===== src/rtl/tmr_pkg.sv =====
package tmr_pkg;
  localparam int CTRL_BITS = 4;
  localparam int STAT_OVF  = 0;
  localparam int STAT_HIT  = 1;
  localparam int STAT_BITS = 2;

  // bit0 run, bit1 source, bit2 special event, bit3 overflow irq enable
  typedef struct packed {
    logic ovf_ie;
    logic spec_en;
    logic ext_sel;
    logic run;
  } tmr_ctrl_t;
endpackage


===== src/rtl/tmr_event_sel.sv =====
module tmr_event_sel (
  input  logic clk,
  input  logic rst_n,
  input  logic run,
  input  logic ext_sel,
  input  logic tick,
  input  logic ext_in,
  output logic count_evt
);
  logic ext_prev;

  always_ff @(posedge clk) begin
    if (!rst_n) ext_prev <= 1'b0;
    else        ext_prev <= ext_in;
  end

  always_comb begin
    if (!run)        count_evt = 1'b0;
    else if (ext_sel) count_evt = ext_in & ~ext_prev;
    else             count_evt = tick;
  end
endmodule


===== src/rtl/tmr_counter.sv =====
module tmr_counter #(
  parameter int BYTE_W = 8,
  parameter int NBYTES = 2,
  localparam int W = BYTE_W * NBYTES
) (
  input  logic              clk,
  input  logic              rst_n,
  input  logic              count_evt,
  input  logic [NBYTES-1:0] lane_wr,
  input  logic [BYTE_W-1:0] wr_data,
  input  logic [W-1:0]      cmp_val,
  input  logic              spec_en,
  output logic [W-1:0]      tmr_q,
  output logic              match_evt,
  output logic              ovf_evt
);
  logic         any_wr;
  logic         clear;
  logic [W-1:0] tmr_inc;

  assign any_wr    = |lane_wr;
  assign tmr_inc   = tmr_q + W'(1);
  assign match_evt = count_evt & ~any_wr & (tmr_q == cmp_val);
  assign clear     = match_evt & spec_en;
  assign ovf_evt   = count_evt & ~any_wr & (&tmr_q) & ~clear;

  for (genvar i = 0; i < NBYTES; i++) begin : g_lane
    always_ff @(posedge clk) begin
      if (!rst_n)          tmr_q[i*BYTE_W +: BYTE_W] <= '0;
      else if (lane_wr[i]) tmr_q[i*BYTE_W +: BYTE_W] <= wr_data;
      else if (any_wr)     tmr_q[i*BYTE_W +: BYTE_W] <= tmr_q[i*BYTE_W +: BYTE_W];
      else if (clear)      tmr_q[i*BYTE_W +: BYTE_W] <= '0;
      else if (count_evt)  tmr_q[i*BYTE_W +: BYTE_W] <= tmr_inc[i*BYTE_W +: BYTE_W];
    end
  end
endmodule


===== src/rtl/tmr_regs.sv =====
module tmr_regs
  import tmr_pkg::*;
#(
  parameter int BYTE_W = 8,
  parameter int NBYTES = 2,
  localparam int W      = BYTE_W * NBYTES,
  localparam int ADDR_W = $clog2(2 * NBYTES + 2)
) (
  input  logic                 clk,
  input  logic                 rst_n,
  input  logic                 wr_en,
  input  logic [ADDR_W-1:0]    wr_addr,
  input  logic [BYTE_W-1:0]    wr_data,
  input  logic [ADDR_W-1:0]    rd_addr,
  input  logic                 match_evt,
  input  logic                 ovf_evt,
  input  logic [W-1:0]         tmr_q,
  output logic [W-1:0]         cmp_val,
  output tmr_ctrl_t            ctrl,
  output logic [NBYTES-1:0]    lane_wr,
  output logic [STAT_BITS-1:0] stat,
  output logic [BYTE_W-1:0]    rd_data
);
  localparam logic [ADDR_W-1:0] A_CTRL = ADDR_W'(2 * NBYTES);
  localparam logic [ADDR_W-1:0] A_STAT = ADDR_W'(2 * NBYTES + 1);

  logic                 stat_wr;
  logic [STAT_BITS-1:0] stat_set;

  for (genvar i = 0; i < NBYTES; i++) begin : g_byte
    assign lane_wr[i] = wr_en && (wr_addr == ADDR_W'(i));
    always_ff @(posedge clk) begin
      if (!rst_n)
        cmp_val[i*BYTE_W +: BYTE_W] <= '0;
      else if (wr_en && wr_addr == ADDR_W'(NBYTES + i))
        cmp_val[i*BYTE_W +: BYTE_W] <= wr_data;
    end
  end

  always_ff @(posedge clk) begin
    if (!rst_n)                        ctrl <= '0;
    else if (wr_en && wr_addr == A_CTRL) ctrl <= tmr_ctrl_t'(wr_data[CTRL_BITS-1:0]);
  end

  assign stat_wr = wr_en && (wr_addr == A_STAT);
  always_comb begin
    stat_set           = '0;
    stat_set[STAT_OVF] = ovf_evt;
    stat_set[STAT_HIT] = match_evt;
  end

  for (genvar b = 0; b < STAT_BITS; b++) begin : g_flag
    always_ff @(posedge clk) begin
      if (!rst_n)                      stat[b] <= 1'b0;
      else if (stat_set[b])            stat[b] <= 1'b1;
      else if (stat_wr && wr_data[b])  stat[b] <= 1'b0;
    end
  end

  always_comb begin
    rd_data = '0;
    for (int i = 0; i < NBYTES; i++) begin
      if (rd_addr == ADDR_W'(i))          rd_data = tmr_q[i*BYTE_W +: BYTE_W];
      if (rd_addr == ADDR_W'(NBYTES + i)) rd_data = cmp_val[i*BYTE_W +: BYTE_W];
    end
    if (rd_addr == A_CTRL) rd_data = BYTE_W'(ctrl);
    if (rd_addr == A_STAT) rd_data = BYTE_W'(stat);
  end
endmodule


===== src/rtl/tmr16_compare.sv =====
module tmr16_compare
  import tmr_pkg::*;
#(
  parameter int BYTE_W = 8,
  parameter int NBYTES = 2,
  localparam int ADDR_W = $clog2(2 * NBYTES + 2)
) (
  input  logic              clk,
  input  logic              rst_n,
  input  logic              wr_en,
  input  logic [ADDR_W-1:0] wr_addr,
  input  logic [BYTE_W-1:0] wr_data,
  input  logic [ADDR_W-1:0] rd_addr,
  output logic [BYTE_W-1:0] rd_data,
  input  logic              tick,
  input  logic              ext_in,
  input  logic              adc_enable,
  output logic              adc_start,
  output logic              irq
);
  localparam int W = BYTE_W * NBYTES;

  tmr_ctrl_t            ctrl_q;
  logic [W-1:0]         cmp_val;
  logic [W-1:0]         tmr_q;
  logic [NBYTES-1:0]    lane_wr;
  logic [STAT_BITS-1:0] stat;
  logic                 count_evt;
  logic                 match_evt;
  logic                 ovf_evt;

  tmr_event_sel u_evt (
    .clk       (clk),
    .rst_n     (rst_n),
    .run       (ctrl_q.run),
    .ext_sel   (ctrl_q.ext_sel),
    .tick      (tick),
    .ext_in    (ext_in),
    .count_evt (count_evt)
  );

  tmr_counter #(.BYTE_W(BYTE_W), .NBYTES(NBYTES)) u_cnt (
    .clk       (clk),
    .rst_n     (rst_n),
    .count_evt (count_evt),
    .lane_wr   (lane_wr),
    .wr_data   (wr_data),
    .cmp_val   (cmp_val),
    .spec_en   (ctrl_q.spec_en),
    .tmr_q     (tmr_q),
    .match_evt (match_evt),
    .ovf_evt   (ovf_evt)
  );

  tmr_regs #(.BYTE_W(BYTE_W), .NBYTES(NBYTES)) u_regs (
    .clk       (clk),
    .rst_n     (rst_n),
    .wr_en     (wr_en),
    .wr_addr   (wr_addr),
    .wr_data   (wr_data),
    .rd_addr   (rd_addr),
    .match_evt (match_evt),
    .ovf_evt   (ovf_evt),
    .tmr_q     (tmr_q),
    .cmp_val   (cmp_val),
    .ctrl      (ctrl_q),
    .lane_wr   (lane_wr),
    .stat      (stat),
    .rd_data   (rd_data)
  );

  always_ff @(posedge clk) begin
    if (!rst_n) adc_start <= 1'b0;
    else        adc_start <= match_evt & ctrl_q.spec_en & adc_enable;
  end

  assign irq = stat[STAT_OVF] & ctrl_q.ovf_ie;
endmodule


===== config.mk =====
export PLATFORM = sky130hd
export DESIGN_NAME = tmr16_compare
export DESIGN_NICKNAME = d
export VERILOG_FILES = /design/src/rtl/tmr_pkg.sv /design/src/rtl/tmr_event_sel.sv /design/src/rtl/tmr_counter.sv /design/src/rtl/tmr_regs.sv /design/src/rtl/tmr16_compare.sv
export SDC_FILE = /design/constraint.sdc
export NUM_CORES = 1
export LEC_CHECK = 0
export CAP_MARGIN = 20
export CELL_PAD_IN_SITES_DETAIL_PLACEMENT = 0
export CELL_PAD_IN_SITES_GLOBAL_PLACEMENT = 1
export CORE_ASPECT_RATIO = 0.7
export CORE_UTILIZATION = 42
export CTS_CLUSTER_DIAMETER = 80
export DETAILED_ROUTE_END_ITERATION = 10
export GPL_ROUTABILITY_DRIVEN = 0
export PLACE_DENSITY = 0.87
export REMOVE_ABC_BUFFERS = 1
export SLEW_MARGIN = 20
export SYNTH_ARGS = -nofsm -noshare
export SYNTH_HDL_FRONTEND = slang
export SYNTH_HIERARCHICAL = 1
export SYNTH_SLANG_ARGS = --single-unit

===== constraint.sdc =====
create_clock -name clk -period 3 [get_ports clk]
set_clock_uncertainty 0.1 [all_clocks]
set_input_delay 0.6 -clock clk [delete_from_list [all_inputs] [get_ports clk]]
set_output_delay 0.6 -clock clk [all_outputs]
set_load 0.01 [all_outputs]

==> results of run 1 <==
-- cell type report --
type	instances	area (um2)
clock buffers	6	72.6
clock inverters	1	5.00
fillers	551	2710
inverters	6	22.5
multi-input cells	239	1560
flip-flops and latches	40	801
well taps	75	93.8
repair buffers	56	495
-- stage by stage --
step | instances | hold WS, ns | total power, W | setup WS, ns
floorplan | 285 | 0.371 | 0.000639 | 0.0582
global placement | 413 | 0.387 | 0.000734 | -0.0854
detailed placement | 413 | 0.392 | 0.000737 | -0.0935
CTS | 423 | 0.403 | 0.00108 | 0.0856
global route | 423 | 0.429 | 0.00113 | 0.0249
finish | 423 | 0.398 | 0.00107 | 0.0801
-- worst max-delay path by stage --
stage,to,slack [ns],cells after the start
after floorplan,u_regs/stat[0],0.06,8
after global placement,rd_data[7],-0.09,5
after detailed placement,rd_data[7],-0.09,5
after CTS,rd_data[2],0.09,6
after global routing,rd_data[2],0.02,6
final,rd_data[2],0.08,6
-- what timing repair did --
action	in CTS	in global routing
setup endpoints to repair	8	1
gates resized for setup	8	1
pin swaps	0	0
gates cloned	0	0
setup buffers	3	0
-- synth_stat cells (3+ instances only) --
cell type and instances:
buf_2 5, a22oi_1 7, nand3b_1 3, xnor2_1 3
dfxtp_1 40, nand4_1 6, mux2i_1 14, o21ai_0 37
nor3_1 6, a31oi_1 10, mux4_2 4, xor2_1 21
and2_1 4, nor2b_1 8, inv_1 6, o21a_1 4
and3_1 5, nor2_1 21, buf_6 5, a21oi_1 7
nand2_1 30, nand3_1 24, clkbuf_1 14
-- routing by layer --
layer	track usage	share of wire	up-vias
li1	-	-	1181
met1	0.363	0.50	1117
met2	0.361	0.41	85
met3	0.0422	0.074	9
met4	0.0833	0.016	0
met5	0	0	-
-- power by group --
part	total, W	internal, W	switching [W]
combinational	0.000165	0.0000834	0.0000819
clock	0.000346	0.000158	0.000188
sequential	0.000562	0.000543	0.0000187
total	0.00107	0.000785	0.000288
-- state kept, by name (all words and copies together), names as in the netlist --
| signal | cells |
|---|---|
| adc_start | 1 |
| u_cnt/tmr_q | 16 |
| u_evt/ext_prev | 1 |
| u_regs/cmp_val | 16 |
| u_regs/ctrl | 4 |
| u_regs/stat | 2 |
-- worst reg2reg max path, stage by stage (launching register included) --
cell and delay (ns):
dfxtp_1 0.37, nand2_1 0.06, o21ai_1 0.18, or3b_1 0.45, nor3_1 0.21, nand4_1 0.15
o21ai_0 0.39, buf_4 0.18, o21ai_0 0.05, and2_1 0.16
-- kinds of logic (layout without fill, tap and decap cells) --
| kind of cell | after synthesis | in the layout | share of synthesized area |
|---|---|---|---|
| AOI/OAI and AO/OA | 70 | 70 | 0.161 |
| muxes | 18 | 18 | 0.0913 |
| and+or+nand+nor | 126 | 126 | 0.272 |
| buffers and inverters | 32 | 69 | 0.0700 |
| adders and majority gates | 1 | 1 | 0.00496 |
| xor gates and xnor gates | 24 | 24 | 0.0834 |
| DFF | 40 | 40 | 0.318 |
==> results.yml, run 1 <==
routing:
  drtIter0Drc: 184
  avgViaCountPerCell: 5.65
  ant_nets: 0
  dr.pass1.iters: 5
  wl_per_cell_um: 16.9
  drc: 0
  wl_um: 7160
  vias: 2392
finish:
  post-route-cell-area_mm2: 0.00305
  syn_to_final_growth_pct: 20.8
  fin_nets: 369
  mostFrequentLayoutCell: "dfxtp_1"
  fin_util: 0.529
  num_antenna_cells: 0
  mostFrequentLayoutCells: "40 x dfxtp_1, 37 x o21ai_0, 30 x nand2_1"
  final_layout_size_suffix_gt1_frac: 0.132
global_routing:
  grt_antenna_before_repair: 0
  overflow: 0
  grt_max_degree: 33
  track_usage: 0.247
  grt_pass1_wl_um: 11600
  grt_pass1_vias: 2191
power_and_ir_drop:
  power.density_mw_per_mm2: 352
  vdd_ir_drop_max_mv: 0.221
  p_leak_nw: 1.23
clock_tree:
  cts-root-buf: "clkbuf_8"
  cts.clk_slew.worst_paths_ns: 0.07
  h-tree-depth: 2
  clk_path_buf_depth: 2
  clk_latency_ns: 0.30
  cts_made_buffers: 5
  cts_hold_buffers: 0
  cts_tree: "done"
  cts_sinks: 40
critical_path:
  worst_ep_required_time_ns: 2.30
  crit_family: "buffers and inverters"
  reg2reg_from: "u_regs/ctrl[0]"
  cp_max_fo: 6
  cpMostUsedCell: "clkdlybuf4s50_1"
  startpoint: "rd_addr[2]"
  rrSetupSlack_ns: 0.59
  max_stage_delay_ns: 0.63
  crit_slowest_cell: "clkdlybuf4s50_1"
  critPathBufInv: 3
  path_class: "input port to output pin"
  crit_chain: "clkdlybuf4s50_1 > buf_4 > nand3b_1 > o21ai_0 > o21a_1 > clkdlybuf4s50_1"
  reg2reg_depth: 9
  setup.worst_path.end_class: "output pin"
  r2r_end: "u_cnt/tmr_q[0]"
  start_kind: "input port"
  arrival_ns: 2.22
timing:
  worst-slew-pin-transition_ns: 0.744
  setup_viol: 0
  min_period_over_period: 0.973
  tns_ns: 0
  drv_slew: 0
  fmax_mhz: 342
  fin_crit_ns: 2.92
  hold_viol: 0
  rsz0062_at_grt: "false"
  slew_headroom: 0.504
logic_synthesis:
  synth_area_leaders: "dfxtp_1 32%, o21ai_0 7.3%, xor2_1 7.3%"
  ys.flop_type: "dfxtp_1"
  ys_warn_count: 6
  synthCells: 311
  synth-edff-count: 0
  syn_area_per_cell_um2: 8.11
  yosysSeqAreaShare: 0.318
  ys_ff_latch: 40
  async_reset_ff_frac: 0
  syn_area_mm2: 0.00252
  yosysTopAreaCell: "dfxtp_1"
  synth_top_area_share: 0.318
  ys_types: 43
floorplanning:
  die_height_um: 66.8
  ioPinCount: 30
  die_w_um: 94.6
  fp.dieArea_mm2: 0.00632
  num_rows: 23
  core_mm2: 0.00576
  start_util: 0.438
job:
  drv_cap: 0
min_path:
  min_to: "u_regs/cmp_val[6]"
  hold_path.class: "flip-flop to flip-flop"
  hold_depth: 2
  worstHoldStart: "u_regs/cmp_val[6]"
status:
  outcome: "finished clean"
place:
  portBuffers: 29
  placed_area_mm2: 0.00295
  hpwl_um: 5200
Note: power is estimated with default switching activity, not from simulation.
==> inputs of run 2 (changes only) <==
--- a/config.mk
+++ b/config.mk
@@ -5,6 +5,7 @@
 export SDC_FILE = /design/constraint.sdc
 export NUM_CORES = 1
 export LEC_CHECK = 0
+export ABC_CLOCK_PERIOD_IN_PS = 3000
 export CAP_MARGIN = 20
 export CELL_PAD_IN_SITES_DETAIL_PLACEMENT = 0
 export CELL_PAD_IN_SITES_GLOBAL_PLACEMENT = 1
@@ -20,3 +21,4 @@
 export SYNTH_HDL_FRONTEND = slang
 export SYNTH_HIERARCHICAL = 1
 export SYNTH_SLANG_ARGS = --single-unit
+export TNS_END_PERCENT = 5
==> run 2 against run 1 <==
Register-to-register slack is essentially flat. Sequential power hardly changed. Global-route usage barely moved. Critical path type unchanged. Largest cell class unchanged.
==> results.yml, run 2 (synthesis gave the netlist of run 1 again) <==
critical_path:
  worst_ep_required_time_ns: 2.30
  setup.worst_path.end_class: "output pin"
  start_kind: "input port"
  arrival_ns: 2.22
  path_class: "input port to output pin"
  critPathBufInv: 3
  crit_slowest_cell: "clkdlybuf4s50_1"
  max_stage_delay_ns: 0.51
  cp_max_fo: 12
  crit_chain: "clkdlybuf4s50_1 > buf_12 > mux4_2 > nor2b_1 > dlygate4sd2_1"
  crit_family: "buffers and inverters"
global_routing:
  track_usage: 0.247
  overflow: 0
  grt_pass1_wl_um: 11600
  grt_pass1_vias: 2175
  grt_max_degree: 33
  grt_antenna_before_repair: 0
clock_tree:
  cts_tree: "done"
  clk_path_buf_depth: 2
  clk_latency_ns: 0.30
  h-tree-depth: 2
  cts.clk_slew.worst_paths_ns: 0.08
  cts_made_buffers: 5
  cts_sinks: 40
  cts-root-buf: "clkbuf_8"
  cts_hold_buffers: 0
floorplanning:
  core_mm2: 0.00576
  num_rows: 23
  ioPinCount: 30
  fp.dieArea_mm2: 0.00632
  die_w_um: 94.6
  die_height_um: 66.8
  start_util: 0.438
finish:
  fin_util: 0.525
  mostFrequentLayoutCells: "40 x dfxtp_1, 37 x o21ai_0, 30 x nand2_1"
  fin_nets: 366
  final_layout_size_suffix_gt1_frac: 0.125
  syn_to_final_growth_pct: 20.0
  num_antenna_cells: 0
  mostFrequentLayoutCell: "dfxtp_1"
  reg.largest.list: "u_cnt/tmr_q x16, u_regs/cmp_val x16, u_regs/ctrl x4"
timing:
  worst-slew-pin-transition_ns: 0.763
  setup_viol: 0
  drv_slew: 0
  slew_headroom: 0.491
  fin_crit_ns: 2.92
  hold_viol: 0
  fmax_mhz: 342
  rsz0062_at_grt: "false"
  min_period_over_period: 0.975
place:
  hpwl_um: 5200
  portBuffers: 29
routing:
  vias: 2348
  drc: 0
  drtIter0Drc: 195
  dr.pass1.iters: 4
  avgViaCountPerCell: 5.59
  wl_per_cell_um: 17.0
  ant_nets: 0
  wl_um: 7130
min_path:
  hold_path.class: "flip-flop to flip-flop"
power_and_ir_drop:
  p_leak_nw: 1.22
  power.density_mw_per_mm2: 355
  p_total_w: 0.00107
  vdd_ir_drop_max_mv: 0.222
status:
  outcome: "finished clean"
job:
  drv_cap: 0
==> run 2: changes by cell type in the layout (fill, tap and decap cells not counted), sizes merged <==
cell | before | now
buf | 27 | 24
==> run 2: path summary, 6_finish.rpt <==
| path | start | to | slack, ns | cells past startpoint |
|---|---|---|---|---|
| worst min register to register | u_regs/cmp_val[6] | u_regs/cmp_val[6] | 0.40 | 2 |
| worst min-delay path | u_regs/cmp_val[6] | u_regs/cmp_val[6] | 0.40 | 2 |
| worst max register to register | u_regs/ctrl[0] | u_cnt/tmr_q[0] | 0.60 | 9 |
| worst max-delay path | rd_addr[0] | rd_data[7] | 0.08 | 5 |
==> run 2: report_power, final <==
| part | leakage (nW) | switching, W | internal, W |
|---|---|---|---|
| Clock | 0.0410 | 0.000191 | 0.000158 |
| Combinational | 0.853 | 0.0000811 | 0.0000809 |
| Sequential | 0.324 | 0.0000186 | 0.000543 |
| Total | 1.22 | 0.000290 | 0.000782 |
==> run 2: layout make-up <==
class | count | area [um2]
multi-input combinational | 239 | 1560
clock buffer | 6 | 72.6
timing repair buffer | 53 | 473
clock inverter | 1 | 5.00
sequential | 40 | 801
tap | 75 | 93.8
inverter | 6 | 22.5
fill | 559 | 2730
==> run 2: tightest hold or removal path, stage by stage, from the launching register on <==
cell	delay, ns
dfxtp_1	0.33
nand3_1	0.06
o21ai_0	0.06
==> run 2: stage by stage <==
step / setup TNS, ns / hold WS, ns / setup WS, ns / area (um2) / cells
detailed placement: -0.525 / 0.392 / -0.0935 / 2950 / 413
floorplan: 0 / 0.371 / 0.0582 / 2370 / 285
global route: 0 / 0.429 / 0.0413 / 3020 / 420
global placement: -0.515 / 0.387 / -0.0854 / 2950 / 413
CTS: 0 / 0.403 / 0.0765 / 3020 / 420
finish: 0 / 0.400 / 0.0750 / 3020 / 420
==> run 2: metal layers <==
layer	GRT usage	routed length (um)	vias up
li1	-	-	1179
met1	0.363	3590	1091
met2	0.360	3000	71
met3	0.0422	451	7
met4	0.0833	90	0
met5	0	0	-
==> run 2: repair_timing <==
item | 4_1_cts | 5_1_grt
setup endpoints to repair | 8 | 1
setup buffers | 0 | 0
gates resized for setup | 8 | 1
==> inputs of run 3 (changes only) <==
--- a/config.mk
+++ b/config.mk
@@ -10,11 +10,11 @@
 export CELL_PAD_IN_SITES_DETAIL_PLACEMENT = 0
 export CELL_PAD_IN_SITES_GLOBAL_PLACEMENT = 1
 export CORE_ASPECT_RATIO = 0.7
-export CORE_UTILIZATION = 42
+export CORE_UTILIZATION = 30
 export CTS_CLUSTER_DIAMETER = 80
 export DETAILED_ROUTE_END_ITERATION = 10
 export GPL_ROUTABILITY_DRIVEN = 0
-export PLACE_DENSITY = 0.87
+export PLACE_DENSITY = 0.68
 export REMOVE_ABC_BUFFERS = 1
 export SLEW_MARGIN = 20
 export SYNTH_ARGS = -nofsm -noshare
==> run 3 against run 2 <==
The run now ends with design-rule violations left. Sequential power about the same. Critical endpoint is now rd_data[4]. Sequential share of layout area decreased by 1.1 points. Via count increased by 3.7%. Flip-flop and latch count unchanged. Worst hold slack improved by 0.0056 ns. Core utilization decreased by 13 points. Clock-buffer cell count unchanged. Fmax about the same. Design area increased by 4.3%. Global-route usage decreased by 6.6 points. Final cell count increased by 6.4%.
==> results.yml, run 3 (synthesis gave the netlist of run 1 again) <==
floorplanning:
  die_height_um: 78.7
  num_rows: 27
  ioPinCount: 30
  core_mm2: 0.00801
  start_util: 0.315
  fp.dieArea_mm2: 0.00878
  die_w_um: 112
routing:
  ant_nets: 0
  vias: 2434
  wl_um: 7520
  avgViaCountPerCell: 5.45
  wl_per_cell_um: 16.8
  drc: 2
  dr.pass1.iters: 9
  drtIter0Drc: 148
finish:
  fin_util: 0.394
  fin_nets: 366
  num_antenna_cells: 0
  syn_to_final_growth_pct: 25.2
  reg.largest.list: "u_cnt/tmr_q x16, u_regs/cmp_val x16, u_regs/ctrl x4"
  mostFrequentLayoutCell: "dfxtp_1"
  final_layout_size_suffix_gt1_frac: 0.127
  mostFrequentLayoutCells: "40 x dfxtp_1, 37 x o21ai_0, 30 x nand2_1"
clock_tree:
  h-tree-depth: 2
  cts_tree: "done"
  cts.clk_slew.worst_paths_ns: 0.06
  cts_sinks: 40
  clk_path_buf_depth: 2
  clk_latency_ns: 0.28
  cts-root-buf: "clkbuf_16"
  cts_made_buffers: 5
  cts_setup_buffers: 0
  cts_hold_buffers: 0
power_and_ir_drop:
  p_sw_frac: 0.236
  switching_power_w: 0.000314
  pwr-share-clk: 0.456
  seqPwrFrac: 0.424
  internal-power_w: 0.00102
  p_leak_nw: 1.26
  vdd_ir_drop_max_mv: 0.207
  pwr-share-comb: 0.121
  power.density_mw_per_mm2: 421
timing:
  worst-slew-pin-transition_ns: 0.789
  min_period_over_period: 0.974
  slew_headroom: 0.474
  fin_crit_ns: 2.92
  fmax_mhz: 342
  timing.hold.ws_ns: 0.405
  tns_ns: 0
  hold_viol: 0
  rsz0062_at_grt: "false"
  setup_viol: 0
  drv_slew: 0
job:
  drv_cap: 0
global_routing:
  grt_pass1_wl_um: 12400
  track_usage: 0.181
  grt_pass1_vias: 2265
  grt_max_degree: 35
  grt_antenna_before_repair: 0
  overflow: 0
critical_path:
  crit_chain: "clkdlybuf4s50_1 > buf_12 > mux4_2 > nor2b_1 > dlygate4sd2_1"
  worst_ep_required_time_ns: 2.30
  path_class: "input port to output pin"
  cp_max_fo: 12
  setup.worst_path.end_class: "output pin"
  start_kind: "input port"
  crit_slowest_cell: "mux4_2"
  arrival_ns: 2.22
  critPathBufInv: 3
  crit_family: "buffers and inverters"
  max_stage_delay_ns: 0.51
place:
  hpwl_um: 5610
  portBuffers: 29
min_path:
  hold_path.class: "flip-flop to flip-flop"
status:
  violations: "design-rule violations"
  outcome: "complete, but fails checks"
[run 3: what timing repair did]
item | CTS | global route
endpoints found under the setup margin | 8 | 1
hold endpoints to repair | 0 | 0
pin swaps | 0 | 0
gates resized for setup | 8 | 1
cloned | 0 | 0
[run 3: metal layers]
metal / GRT usage / vias to the layer above / part of all wire
li1: - / 1182 / -
met1: 0.265 / 1159 / 0.51
met2: 0.271 / 89 / 0.41
met3: 0.0305 / 4 / 0.070
met4: 0.0486 / 0 / 0.0076
met5: 0 / - / 0
[run 3: final timing paths]
check | start | end | slack, ns | cells past startpoint
worst max-delay path | rd_addr[0] | rd_data[4] | 0.08 | 5
worst min-delay path | u_regs/cmp_val[6] | u_regs/cmp_val[6] | 0.41 | 2
worst max register to register | u_regs/ctrl[0] | u_cnt/tmr_q[11] | 0.57 | 7
worst min register to register | u_regs/cmp_val[6] | u_regs/cmp_val[6] | 0.41 | 2
[run 3: stage by stage]
stage	setup slack [ns]	area, um2	cells	power, W
6_report	0.0769	3160	447	0.00133
5_1_grt	0.0238	3160	447	0.00139
3_5_place_dp	-0.140	3000	439	0.000738
4_1_cts	0.0817	3150	447	0.00134
3_3_place_gp	-0.109	3000	439	0.000736
2_1_floorplan	0.0582	2370	285	0.000639
[run 3: cell type report]
type | instances | area (um2)
clock buffer | 6 | 129
fill | 816 | 4850
multi-input combinational | 239 | 1560
inverter | 6 | 22.5
timing repair buffer | 53 | 485
clock inverter | 2 | 35.0
tap | 101 | 126
sequential | 40 | 801
[run 3: worst register-to-register path, stage by stage (launching register included)]
cell	delay, ns
dfxtp_1	0.39
nand2_1	0.07
o21ai_1	0.19
or3b_1	0.49
or4_4	0.64
buf_4	0.20
a31oi_1	0.17
nor2_1	0.05
[run 3: power by group through the flow]
stage | Clock (W) | Combinational [W] | Sequential, W
after floorplan | 0 | 0.0000706 | 0.000569
after global placement | 0 | 0.000162 | 0.000574
after detailed placement | 0 | 0.000162 | 0.000575
after CTS | 0.000620 | 0.000161 | 0.000563
after global routing | 0.000645 | 0.000175 | 0.000565
final | 0.000606 | 0.000160 | 0.000563
